<file path="config.mk">
export PLATFORM = sky130hd
export DESIGN_NAME = remap_irq_ctrl
export DESIGN_NICKNAME = d
export VERILOG_FILES = /design/src/rtl/remap_irq_pkg.sv /design/src/rtl/remap_irq_pending.sv /design/src/rtl/remap_irq_select.sv /design/src/rtl/remap_irq_slot.sv /design/src/rtl/remap_irq_ctrl.sv
export SDC_FILE = /design/constraint.sdc
export NUM_CORES = 1
export LEC_CHECK = 0
export BUFFER_PORTS_ARGS = -buffer_cell sky130_fd_sc_hd__buf_2
export CAP_MARGIN = 15
export CELL_PAD_IN_SITES_DETAIL_PLACEMENT = 0
export CELL_PAD_IN_SITES_GLOBAL_PLACEMENT = 1
export CORE_MARGIN = 3
export CORE_UTILIZATION = 35
export CTS_CLUSTER_DIAMETER = 50
export DETAILED_ROUTE_END_ITERATION = 12
export PLACE_DENSITY = 0.8
export RECOVER_POWER = 25
export SKIP_LAST_GASP = 1
export SLEW_MARGIN = 20
export SYNTH_ARGS = -nofsm -noshare
export SYNTH_HDL_FRONTEND = slang
export SYNTH_SLANG_ARGS = --single-unit
</file>
<file path="constraint.sdc">
create_clock -name clk -period 7.9 [get_ports clk]
set_clock_uncertainty 0.05 [all_clocks]
set_input_delay 1.58 -clock clk [delete_from_list [all_inputs] [get_ports clk]]
set_output_delay 1.58 -clock clk [all_outputs]
set_load 0.02 [all_outputs]
</file>
<file path="src/rtl/remap_irq_pkg.sv">
package remap_irq_pkg;

  localparam int NREQ_DEF = 8;
  localparam int NPORT    = 3;

  // Urgency rank of a line: 0 is most urgent.
  // Normal mode ranks by code; survive mode moves the movement-related
  // lines (codes 5,6) up and the command-listening line (code 2) down.
  function automatic int lvl_rank(input int code, input logic surv);
    int r;
    r = code;
    if (surv) begin
      case (code)
        2:       r = 6;
        3:       r = 4;
        4:       r = 5;
        5:       r = 2;
        6:       r = 3;
        default: r = code;
      endcase
    end
    return r;
  endfunction

endpackage

</file>
<file path="src/rtl/remap_irq_pending.sv">
module remap_irq_pending #(
  parameter int NREQ = 8
) (
  input  logic            clk,
  input  logic            rst_n,
  input  logic [NREQ-1:0] set_i,
  input  logic [NREQ-1:0] clr_i,
  output logic [NREQ-1:0] pend_o
);

  // A set arriving on the same edge as a clear wins, so no request is lost.
  always_ff @(posedge clk) begin
    if (!rst_n) pend_o <= '0;
    else        pend_o <= (pend_o & ~clr_i) | set_i;
  end

endmodule

</file>
<file path="src/rtl/remap_irq_select.sv">
module remap_irq_select
  import remap_irq_pkg::*;
#(
  parameter int NREQ = 8,
  parameter int CW   = $clog2(NREQ)
) (
  input  logic [NREQ-1:0] cand_i,
  input  logic            surv_i,
  output logic            found_o,
  output logic [CW-1:0]   code_o
);

  always_comb begin
    int best;
    best    = NREQ;
    found_o = 1'b0;
    code_o  = '0;
    for (int c = 0; c < NREQ; c++) begin
      if (cand_i[c] && (lvl_rank(c, surv_i) < best)) begin
        best    = lvl_rank(c, surv_i);
        found_o = 1'b1;
        code_o  = CW'(c);
      end
    end
  end

endmodule

</file>
<file path="src/rtl/remap_irq_slot.sv">
module remap_irq_slot #(
  parameter int CW = 3
) (
  input  logic          clk,
  input  logic          rst_n,
  input  logic          load_i,
  input  logic [CW-1:0] load_code_i,
  input  logic          preempt_i,
  input  logic          ack_i,
  output logic          valid_o,
  output logic [CW-1:0] code_o
);

  // Acknowledge first, then the level-1 switch, then a fresh load into an idle slot.
  always_ff @(posedge clk) begin
    if (!rst_n) begin
      valid_o <= 1'b0;
      code_o  <= '0;
    end else if (ack_i && valid_o) begin
      valid_o <= 1'b0;
    end else if (preempt_i) begin
      valid_o <= 1'b1;
      code_o  <= '0;
    end else if (load_i && !valid_o) begin
      valid_o <= 1'b1;
      code_o  <= load_code_i;
    end
  end

endmodule

</file>
<file path="src/rtl/remap_irq_ctrl.sv">
module remap_irq_ctrl
  import remap_irq_pkg::*;
#(
  parameter int NREQ = remap_irq_pkg::NREQ_DEF,
  parameter int CW   = $clog2(NREQ)
) (
  input  logic            clk,
  input  logic            rst_n,
  input  logic            survive,
  input  logic [NREQ-1:0] hw_req,
  input  logic [NREQ-1:0] sw_set,
  input  logic [NREQ-1:0] mask,
  input  logic            ack1,
  input  logic            ack2,
  input  logic            ack3,
  output logic            p1_valid,
  output logic [CW-1:0]   p1_level,
  output logic            p2_valid,
  output logic [CW-1:0]   p2_level,
  output logic            p3_valid,
  output logic [CW-1:0]   p3_level
);

  localparam logic [NREQ-1:0] TOP_LINE = NREQ'(1);

  logic [NREQ-1:0]  pend, clr_vec, inflight, elig;
  logic [NREQ-1:0]  cand_p1, cand_p2, cand_p3, take_p1;
  logic [NPORT-1:0] slot_valid, slot_ack, slot_load, sel_found;
  logic [CW-1:0]    slot_code [NPORT];
  logic [CW-1:0]    sel_code  [NPORT];
  logic             p1_preempt;

  remap_irq_pending #(.NREQ(NREQ)) u_pend (
    .clk    (clk),
    .rst_n  (rst_n),
    .set_i  (hw_req | sw_set),
    .clr_i  (clr_vec),
    .pend_o (pend)
  );

  assign slot_ack = {ack3, ack2, ack1};

  // Lines shown on a port, and lines cleared by an acknowledge this edge.
  always_comb begin
    inflight = '0;
    clr_vec  = '0;
    for (int p = 0; p < NPORT; p++) begin
      if (slot_valid[p]) inflight[slot_code[p]] = 1'b1;
      if (slot_valid[p] && slot_ack[p]) clr_vec[slot_code[p]] = 1'b1;
    end
  end

  assign elig = pend & ~mask & ~inflight;

  // Candidate sets per port; port 1 takes only level 1 in survive mode.
  assign cand_p1 = survive ? (elig & TOP_LINE) : elig;
  assign take_p1 = slot_load[0] ? (TOP_LINE << sel_code[0]) : '0;
  assign cand_p2 = elig & ~TOP_LINE & ~take_p1;
  assign cand_p3 = elig & ~TOP_LINE;

  remap_irq_select #(.NREQ(NREQ), .CW(CW)) u_sel1 (
    .cand_i (cand_p1), .surv_i (survive),
    .found_o(sel_found[0]), .code_o (sel_code[0])
  );
  remap_irq_select #(.NREQ(NREQ), .CW(CW)) u_sel2 (
    .cand_i (cand_p2), .surv_i (survive),
    .found_o(sel_found[1]), .code_o (sel_code[1])
  );
  remap_irq_select #(.NREQ(NREQ), .CW(CW)) u_sel3 (
    .cand_i (cand_p3), .surv_i (survive),
    .found_o(sel_found[2]), .code_o (sel_code[2])
  );

  assign slot_load[0] = !slot_valid[0] && sel_found[0];
  assign slot_load[1] = !slot_valid[1] && !survive && sel_found[1];
  assign slot_load[2] = !slot_valid[2] &&  survive && sel_found[2];

  // Level 1 displaces a less urgent level on the primary port.
  assign p1_preempt = slot_valid[0] && (slot_code[0] != '0) && elig[0];

  for (genvar p = 0; p < NPORT; p++) begin : g_slot
    remap_irq_slot #(.CW(CW)) u_slot (
      .clk        (clk),
      .rst_n      (rst_n),
      .load_i     (slot_load[p]),
      .load_code_i(sel_code[p]),
      .preempt_i  ((p == 0) ? p1_preempt : 1'b0),
      .ack_i      (slot_ack[p]),
      .valid_o    (slot_valid[p]),
      .code_o     (slot_code[p])
    );
  end

  assign p1_valid = slot_valid[0];
  assign p1_level = slot_code[0];
  assign p2_valid = slot_valid[1];
  assign p2_level = slot_code[1];
  assign p3_valid = slot_valid[2];
  assign p3_level = slot_code[2];

endmodule

</file>
==> results of run 1 <==
## stage by stage
stage	total power, W	TNS (ns)	cell area, um2	hold WS [ns]
after floorplan	0.000239	0	2240	0.415
after global placement	0.000284	0	2510	0.427
after detailed placement	0.000284	0	2510	0.431
after CTS	0.000365	0	2560	0.442
after global routing	0.000391	-0.0126	2570	0.495
final	0.000366	0	2570	0.447
## critical path: stages
cell	delay (ns)
buf_2	0.09
nand2b_1	0.16
or4b_1	0.59
o2111ai_1	0.21
ha_1	0.29
o21a_1	0.20
nor4_2	0.21
a31oi_1	0.10
ha_1	0.29
nor3_1	0.19
a41oi_2	0.10
a21oi_4	0.29
o31ai_2	0.13
or3_1	0.39
nor2b_1	0.16
o31ai_1	0.08
ha_1	0.28
a21boi_0	0.12
o21ai_0	0.16
nand2b_1	0.13
a21oi_1	0.17
mux2_2	0.36
ha_1	0.20
or4_1	0.51
o31ai_1	0.33
o41ai_1	0.17
a21oi_1	0.13
## power by group through the flow
stage               clock network (W)  registers [W]  logic (W)
floorplan                           0       0.000127   0.000113
global placement                    0       0.000137   0.000147
detailed placement                  0       0.000138   0.000147
CTS                         0.0000825       0.000135   0.000148
global route                0.0000878       0.000138   0.000164
finish                      0.0000807       0.000136   0.000149
## final cells by class
| cell class | count | area, um2 | area share |
|---|---|---|---|
| Sequential cell | 20 | 400 | 0.156 |
| Inverter | 12 | 45.0 | 0.0176 |
| Clock buffer | 4 | 55.1 | 0.0215 |
| Multi-Input combinational cell | 242 | 1710 | 0.667 |
| Tap cell | 75 | 93.8 | 0.0366 |
| Timing Repair Buffer | 49 | 262 | 0.102 |
## cells in the final DEF (no fill, tap or decap), types with 3 or more instances in the layout
cell type and instances:
buf_2 38, nor2_1 32, a21oi_1 22, dfxtp_1 20
nand2_1 19, o21ai_0 19, nand2b_1 12, nor3_1 12
inv_1 11, nand4b_1 9, ha_1 9, buf_4 8
nor2b_1 7, nand4_1 6, nand3_1 5, nor4b_1 4
o21a_1 4, a31oi_1 4, o31ai_1 4, clkbuf_8 4
nor4bb_1 3, nor4_1 3, a2111o_1 3, o211ai_1 3
o31a_1 3, clkbuf_1 3
## per-layer routing
metal  vias to the layer above  track usage
met3                        12       0.0317
met1                      1192        0.271
li1                       1215            -
met5                         -            0
met4                         0       0.0388
met2                       130        0.294
## flip-flops by register name, indices dropped and copies added (netlist names)
register               flops
u_pend.pend_o              8
g_slot.u_slot.code_o       9
g_slot.u_slot.valid_o      3
## how the worst max path moves through the flow
stage / from / to / slack, ns / cells after the start
after floorplan: mask[0] / g_slot[1].u_slot.code_o[0] / 0.58 / 27
after global placement: mask[0] / g_slot[1].u_slot.code_o[0] / 0.40 / 28
after detailed placement: mask[0] / g_slot[1].u_slot.code_o[0] / 0.14 / 27
after CTS: mask[0] / g_slot[1].u_slot.code_o[2] / 0.40 / 27
after global routing: mask[0] / g_slot[1].u_slot.code_o[2] / -0.01 / 27
final: mask[0] / g_slot[1].u_slot.code_o[2] / 0.42 / 27
## cells by family (layout without fill, tap and decap cells)
logic type | Yosys count | after routing
buffers and inverters | 29 | 65
flip-flops | 20 | 20
multiplexers | 2 | 2
adder cells (fa/ha/maj) | 9 | 9
AO/OA/AOI/OAI | 97 | 97
AND/OR/NAND/NOR | 134 | 134
## repair_timing
| action | CTS | global route |
|---|---|---|
| resized for setup | 0 | 1 |
| endpoints found under the hold margin | 0 | 0 |
| setup endpoints to repair | 0 | 2 |
| hold buffers | 0 | 0 |
==> flow_summary.json, run 1 <==
{
  "row_count": 28,
  "numCtsBuffers": 3,
  "routed.top_layer": "met4",
  "via_per_inst": 6.34,
  "track_usage": 0.188,
  "grt-ovfl-total": 0,
  "avgSynthCellArea_um2": 7.68,
  "place_congestion": 0.960,
  "dp_hpwl_um": 5560,
  "status": "completed",
  "synth.largest_area_cell": "dfxtp_1",
  "irDropWorstVdd_uv": 116,
  "p_sw_w": 0.000150,
  "finalSetupViolCount": 0,
  "antenna_found_initial": 0,
  "yosys.area_share.simple": 0.358,
  "synth_area_mm2": 0.00224,
  "clock_sinks": 20,
  "area_growth_pct": 14.8,
  "hp-class": "reg -> reg",
  "ys_async_sr_fraction": 0,
  "min_to": "u_pend.pend_o[6]",
  "clockBufferDepth": 2,
  "comb_power_share": 0.407,
  "cts_tree": "done",
  "wl_met2_um": 3200,
  "synth_cell_types": 68,
  "die_w_um": 85.9,
  "nNetsFinal": 367,
  "drv_cap": 0,
  "r2r-start": "g_slot[1].u_slot.code_o[0]",
  "ys_top_cells_by_count": "nor2_1 (32), a21oi_1 (22), dfxtp_1 (20), nand2_1 (19), o21ai_0 (19)",
  "final_hold_viol_count": 0,
  "ys_ff_latch": 20,
  "n_antenna_cell": 0,
  "fin_ws_ns": 0.417,
  "wl_per_cell_um": 17.7,
  "final_util": 0.423,
  "synth_cells": 291,
  "placed_cells": 398,
  "ant_nets": 0,
  "fmax_ghz": 0.134,
  "nFillCells": 628,
  "drcViolationCount": 0,
  "die_h_um": 85.9,
  "drt-initial-drc-count": 269,
  "die-area_mm2": 0.00738,
  "synth_compound_area_frac": 0.344,
  "instances_no_fill": 402,
  "initial_core_util": 0.369,
  "synth_mux_area_frac": 0.00951,
  "cp-end-kind": "register",
  "synth_top_family_by_area": "simple AND/OR/NAND/NOR gates",
  "r2r_slack_ns": 1.03,
  "ys.warnings.count": 0,
  "hold_depth": 2,
  "synth.most_common_cell": "nor2_1",
  "power_frac_seq": 0.372,
  "min_period_ns": 7.48,
  "grt_pass1_vias": 2252,
  "synthXorXnorAreaFrac": 0,
  "p_int_w": 0.000216,
  "htreeDepth": 1,
  "cp.required_ns": 8.05,
  "routed_wl_um": 7100,
  "syn_nets": 330,
  "synth_fa_ha_area_frac": 0.0504,
  "startpoint_type": "input port",
  "tightest_slew_ns": 0.669,
  "slew_headroom": 0.553,
  "path_clk_slew_ns": 0.08,
  "grt_max_degree": 17,
  "worstRegToRegCells": 27,
  "r2r_end": "g_slot[1].u_slot.code_o[2]",
  "drive_above_1_share": 0.217,
  "synth_top_cell_area_share": 0.179,
  "worstSkewPairLatency_ns": 0.26,
  "vias": 2549,
  "p_leak_nw": 0.938,
  "post_cts_buffers": 0,
  "core_area_mm2": 0.00606,
  "yosysSeqAreaShare": 0.179,
  "pre_cts_ws_ns": 0.138,
  "synth_area_leaders": "dfxtp_1 (18%), nor2_1 (5.4%), ha_1 (5.0%), a21oi_1 (4.9%), o21ai_0 (4.3%)",
  "route.met3.wl_um": 541,
  "root_buffer": "clkbuf_8",
  "wl_met1_um": 3240,
  "port_buffers": 41,
  "min_from": "u_pend.pend_o[6]",
  "synth-edff-count": 0,
  "cp.arrival_ns": 7.63,
  "clockPowerShare": 0.221,
  "grt_pass1_wl_um": 11500,
  "synth_ff_type": "dfxtp_1",
  "cp_max_fo": 6,
  "ios": 42,
  "period_share": 0.947,
  "switching_share": 0.410,
  "finalMaxSlewViolations": 0,
  "criticalPathCategory": "in -> reg",
  "p_per_area_mw_per_mm2": 143,
  "firstDrtPassIters": 5
}
No activity file was read; power rests on OpenSTA's default activity.
==> run 2, diff against run 1 <==
--- a/config.mk
+++ b/config.mk
@@ -13,10 +13,11 @@
 export CORE_UTILIZATION = 35
 export CTS_CLUSTER_DIAMETER = 50
 export DETAILED_ROUTE_END_ITERATION = 12
-export PLACE_DENSITY = 0.8
+export PLACE_DENSITY = 0.78
 export RECOVER_POWER = 25
 export SKIP_LAST_GASP = 1
 export SLEW_MARGIN = 20
 export SYNTH_ARGS = -nofsm -noshare
 export SYNTH_HDL_FRONTEND = slang
+export SYNTH_HIERARCHICAL = 1
 export SYNTH_SLANG_ARGS = --single-unit
==> flow_summary.json, run 2 <==
{
  "grt_max_degree": 20,
  "slew_headroom": 0.579,
  "ys.warnings.count": 6,
  "slowest_stage": "or4_4",
  "irDropWorstVdd_uv": 71.1,
  "vias": 3027,
  "period_share": 0.975,
  "pre_cts_ws_ns": -0.288,
  "avgSynthCellArea_um2": 7.47,
  "final_common_cell": "buf_4",
  "ios": 42,
  "root_buffer": "clkbuf_8",
  "instances_no_fill": 559,
  "antenna_found_initial": 0,
  "wl_per_cell_um": 14.6,
  "die-area_mm2": 0.00890,
  "synth_ff_type": "dfxtp_1",
  "core_area_mm2": 0.00741,
  "startpoint_type": "input port",
  "ys_top_cells_by_count": "nand2_1 (44), nor2_1 (29), nand3_1 (27), nor2b_1 (22), dfxtp_1 (20)",
  "nFillCells": 762,
  "cp.required_ns": 8.04,
  "placed_cells": 548,
  "nNetsFinal": 501,
  "finalSetupViolCount": 0,
  "p_per_area_mw_per_mm2": 110,
  "synth.most_common_cell": "nand2_1",
  "whs_ns": 0.527,
  "fin_ws_ns": 0.198,
  "initial_core_util": 0.369,
  "largest_register": "g_slot.u_slot/code_o",
  "hp-class": "reg -> reg",
  "yosysSeqAreaShare": 0.147,
  "synth-edff-count": 0,
  "status": "completed",
  "row_count": 31,
  "worstSkewPairLatency_ns": 0.26,
  "finalMaxSlewViolations": 0,
  "path_clk_slew_ns": 0.08,
  "htreeDepth": 1,
  "synth_area_leaders": "dfxtp_1 (15%), nand2_1 (6.0%), nor2b_4 (5.5%), nor2b_1 (5.0%), nand3_1 (4.9%)",
  "synth_cells": 366,
  "synth.largest_area_cell": "dfxtp_1",
  "tightest_slew_ns": 0.630,
  "place_congestion": 0.958,
  "clock_sinks": 20,
  "rsz0062_at_grt": "true",
  "numCtsBuffers": 3,
  "cp-end-kind": "register",
  "drv_cap": 0,
  "cp_max_fo": 4,
  "ys_async_sr_fraction": 0,
  "cp.arrival_ns": 7.84,
  "port_buffers": 41,
  "drive_above_1_share": 0.354,
  "slowest_delay_ns": 0.54,
  "die_h_um": 94.4,
  "synth_cell_types": 51,
  "synth_top_cell_area_share": 0.147,
  "grt-ovfl-total": 0,
  "cts_tree": "done",
  "design_area_mm2": 0.00360,
  "fmax_ghz": 0.130,
  "top_regs": "g_slot.u_slot/code_o (9), u_pend/pend_o (8), g_slot.u_slot/valid_o (3)",
  "criticalPathCategory": "in -> reg",
  "min_period_ns": 7.70,
  "dp_hpwl_um": 6180,
  "routed_wl_um": 8180,
  "largest_reg_flops": 9,
  "via_per_inst": 5.42,
  "firstDrtPassIters": 5,
  "track_usage": 0.183,
  "die_w_um": 94.4,
  "ys_ff_latch": 20,
  "synth_area_mm2": 0.00273,
  "final_hold_viol_count": 0,
  "grt_pass1_vias": 2847,
  "grt_pass1_wl_um": 13500,
  "drt-initial-drc-count": 196,
  "clockBufferDepth": 2,
  "ant_nets": 0,
  "layout_common_cells": "buf_4 (52), nand2_1 (44), buf_2 (38)",
  "place_area_mm2": 0.00334,
  "drcViolationCount": 0,
  "n_antenna_cell": 0,
  "path_common_cell": "o21ai_2",
  "area_growth_pct": 31.8,
  "p_leak_nw": 1.54
}
[run 2: changes by cell type in the layout (fill, tap and decap cells not counted), moves of 10 or more]
cell     change
o21ai_0     -11
o21a_1      +10
buf_4       +44
nand3_1     +22
nand2_1     +25
a21oi_1     -20
nor2b_4     +14
conb_1      +14
nor2b_1     +11
[run 2: where the power goes]
part | leakage (nW) | switching, W | internal [W] | total [W]
clock network | 0.0216 | 0.0000352 | 0.0000340 | 0.0000692
logic | 1.35 | 0.000102 | 0.0000997 | 0.000202
registers | 0.165 | 0.0000156 | 0.000108 | 0.000124
total | 1.54 | 0.000153 | 0.000242 | 0.000395
[run 2: layer usage]
metal  vias up  part of all wire  GRT usage  wire length [um]
met2        86              0.47      0.293              3870
met1      1423              0.48      0.265              3910
li1       1512                 -          -                 -
met5         -                 0          0                 0
met3         6             0.043     0.0167               351
met4         0            0.0067     0.0421                55
[run 2: worst paths after layout]
kind | start | endpoint | slack [ns] | cells after the start
min reg2reg | u_pend/pend_o[6] | u_pend/pend_o[6] | 0.53 | 2
max | mask[2] | g_slot[1].u_slot/code_o[2] | 0.20 | 38
min | u_pend/pend_o[6] | u_pend/pend_o[6] | 0.53 | 2
max reg2reg | g_slot[0].u_slot/valid_o | g_slot[1].u_slot/code_o[2] | 0.94 | 38
[run 2: worst max-delay path, delay by kind of cell]
family	cells	cell delay (ns)
simple gates	15	2.37
compound gates	15	2.30
fa+ha+maj	4	0.77
mux	2	0.62
buf+inv	2	0.21
[run 2: through the flow]
stage | total power (W) | util | setup TNS, ns
CTS | 0.000377 | 0.458 | 0
floorplan | 0.000241 | - | 0
finish | 0.000395 | 0.486 | 0
detailed placement | 0.000306 | 0.451 | -0.760
global placement | 0.000303 | 0.451 | -0.148
global route | 0.000422 | 0.486 | -0.371
[run 2: repair_timing]
item                                    in CTS  in global routing
buffers inserted                             0                  8
cloned                                       0                  0
pin swaps                                    0                 21
gates resized for setup                      4                 31
hold buffers                                 0                  0
endpoints found under the setup margin       2                  3
[run 2: cell type report]
| class | instances | area, um2 | area share |
|---|---|---|---|
| Timing Repair Buffer | 94 | 611 | 0.170 |
| Sequential cell | 20 | 400 | 0.111 |
| Multi-Input combinational cell | 329 | 2370 | 0.659 |
| Inverter | 14 | 52.6 | 0.0146 |
| Clock buffer | 3 | 41.3 | 0.0115 |
| Tap cell | 99 | 124 | 0.0344 |
[run 2: cell families (layout without fill, tap and decap cells)]
kind of cell / after synthesis / in the layout / synth area share
other cells: 1 / 14 / 0.00137
simple gates: 219 / 219 / 0.513
buf+inv: 30 / 111 / 0.0581
mux: 3 / 3 / 0.0165
flops: 20 / 20 / 0.147
fa+ha+maj: 9 / 9 / 0.0412
compound gates: 84 / 84 / 0.223
==> run 3, diff against run 2 <==
--- a/config.mk
+++ b/config.mk
@@ -14,7 +14,6 @@
 export CTS_CLUSTER_DIAMETER = 50
 export DETAILED_ROUTE_END_ITERATION = 12
 export PLACE_DENSITY = 0.78
-export RECOVER_POWER = 25
 export SKIP_LAST_GASP = 1
 export SLEW_MARGIN = 20
 export SYNTH_ARGS = -nofsm -noshare
==> flow_summary.json, run 3 (synthesized netlist as in run 2, its figures left out) <==
{
  "die_w_um": 94.4,
  "tightest_slew_ns": 0.622,
  "row_count": 31,
  "cp-end-kind": "register",
  "via_per_inst": 5.41,
  "hp-class": "reg -> reg",
  "cp.arrival_ns": 7.85,
  "routed_wl_um": 8170,
  "finalSetupViolCount": 0,
  "grt-ovfl-total": 0,
  "min_from": "u_pend/pend_o[6]",
  "numCtsBuffers": 3,
  "slowest_delay_ns": 0.53,
  "dp_hpwl_um": 6180,
  "area_growth_pct": 31.9,
  "r2r-start": "g_slot[0].u_slot/valid_o",
  "grt_max_degree": 20,
  "rsz0062_at_grt": "true",
  "core_area_mm2": 0.00741,
  "largest_reg_flops": 9,
  "final_common_cell": "buf_4",
  "finalMaxSlewViolations": 0,
  "firstDrtPassIters": 5,
  "root_buffer": "clkbuf_8",
  "die_h_um": 94.4,
  "top_regs": "g_slot.u_slot/code_o (9), u_pend/pend_o (8), g_slot.u_slot/valid_o (3)",
  "nNetsFinal": 501,
  "hold_depth": 2,
  "port_buffers": 41,
  "vias": 3022,
  "r2r_end": "g_slot[1].u_slot/code_o[2]",
  "drcViolationCount": 0,
  "clock_sinks": 20,
  "grt_pass1_wl_um": 13500,
  "irDropWorstVdd_uv": 71.1,
  "fin_ws_ns": 0.189,
  "worstRegToRegCells": 38,
  "whs_ns": 0.527,
  "tns_ns": 0,
  "cts_tree": "done",
  "min_to": "u_pend/pend_o[6]",
  "wl_per_cell_um": 14.6,
  "htreeDepth": 1,
  "track_usage": 0.183,
  "slew_headroom": 0.585,
  "worstSkewPairLatency_ns": 0.26,
  "instances_no_fill": 559,
  "placed_cells": 548,
  "path_common_cell": "o21ai_2",
  "min_period_ns": 7.71,
  "layout_common_cells": "buf_4 (52), nand2_1 (44), buf_2 (40)",
  "clockBufferDepth": 2,
  "place_congestion": 0.958,
  "period_share": 0.976,
  "drt-initial-drc-count": 197,
  "ios": 42,
  "n_antenna_cell": 0,
  "status": "completed",
  "die-area_mm2": 0.00890,
  "grt_pass1_vias": 2847,
  "pre_cts_ws_ns": -0.288,
  "startpoint_type": "input port",
  "drive_above_1_share": 0.359,
  "antenna_found_initial": 0,
  "drv_cap": 0,
  "criticalPathCategory": "in -> reg",
  "cp_max_fo": 4,
  "cp.required_ns": 8.04,
  "p_per_area_mw_per_mm2": 110,
  "largest_register": "g_slot.u_slot/code_o",
  "ant_nets": 0,
  "r2r_slack_ns": 0.93,
  "final_hold_viol_count": 0,
  "fmax_ghz": 0.130,
  "slowest_stage": "or4_4",
  "initial_core_util": 0.369,
  "p_leak_nw": 1.55,
  "path_clk_slew_ns": 0.08
}
## run 3: area by class of cell
cell class	count	area [um2]
fill	760	3800
multi-input combinational	329	2370
timing repair buffer	94	613
sequential	20	400
tap	99	124
inverter	14	52.6
clock buffer	3	41.3
## run 3: through the flow
step            util  instance area, um2  total power (W)
6_report       0.486                3600         0.000396
5_1_grt        0.486                3600         0.000422
4_1_cts        0.458                3390         0.000377
3_3_place_gp   0.451                3340         0.000303
3_5_place_dp   0.451                3340         0.000306
2_1_floorplan      -                2780         0.000241
## run 3: how the worst max path moves through the flow
stage	startpoint	to	slack, ns	depth (start not counted)
global route	mask[2]	g_slot[1].u_slot/code_o[2]	-0.15	38
floorplan	mask[2]	g_slot[1].u_slot/code_o[1]	0.04	37
CTS	mask[2]	g_slot[1].u_slot/code_o[2]	0.01	40
detailed placement	mask[2]	g_slot[1].u_slot/code_o[2]	-0.29	38
finish	mask[2]	g_slot[1].u_slot/code_o[2]	0.19	38
global placement	mask[2]	g_slot[1].u_slot/code_o[2]	-0.07	37
## run 3: worst max-delay path: cells and delay by family
kind | cells | cell delay (ns)
AND/OR/NAND/NOR | 15 | 2.36
AO/OA/AOI/OAI | 15 | 2.30
adder cells (fa/ha/maj) | 4 | 0.77
multiplexers | 2 | 0.62
buffers and inverters | 2 | 0.21
## run 3: what timing repair did
item                                   in CTS  in global routing
setup endpoints to repair                   2                  3
hold buffers                                0                  0
gates cloned                                0                  0
pin swaps                                   0                 21
gates resized for setup                     4                 31
endpoints found under the hold margin       0                  0
setup buffers                               0                  8
## run 3: metal layers
| metal | up-vias | share of wire | GRT usage |
|---|---|---|---|
| met5 | - | 0 | 0 |
| met1 | 1408 | 0.47 | 0.265 |
| met2 | 92 | 0.47 | 0.293 |
| li1 | 1514 | - | - |
| met4 | 0 | 0.0086 | 0.0421 |
| met3 | 8 | 0.042 | 0.0167 |
## run 3: report_power, final
part           switching [W]   total, W  internal, W
clock              0.0000356  0.0000696    0.0000340
combinational       0.000102   0.000202    0.0000999
sequential         0.0000155   0.000124     0.000108
total               0.000153   0.000396     0.000242
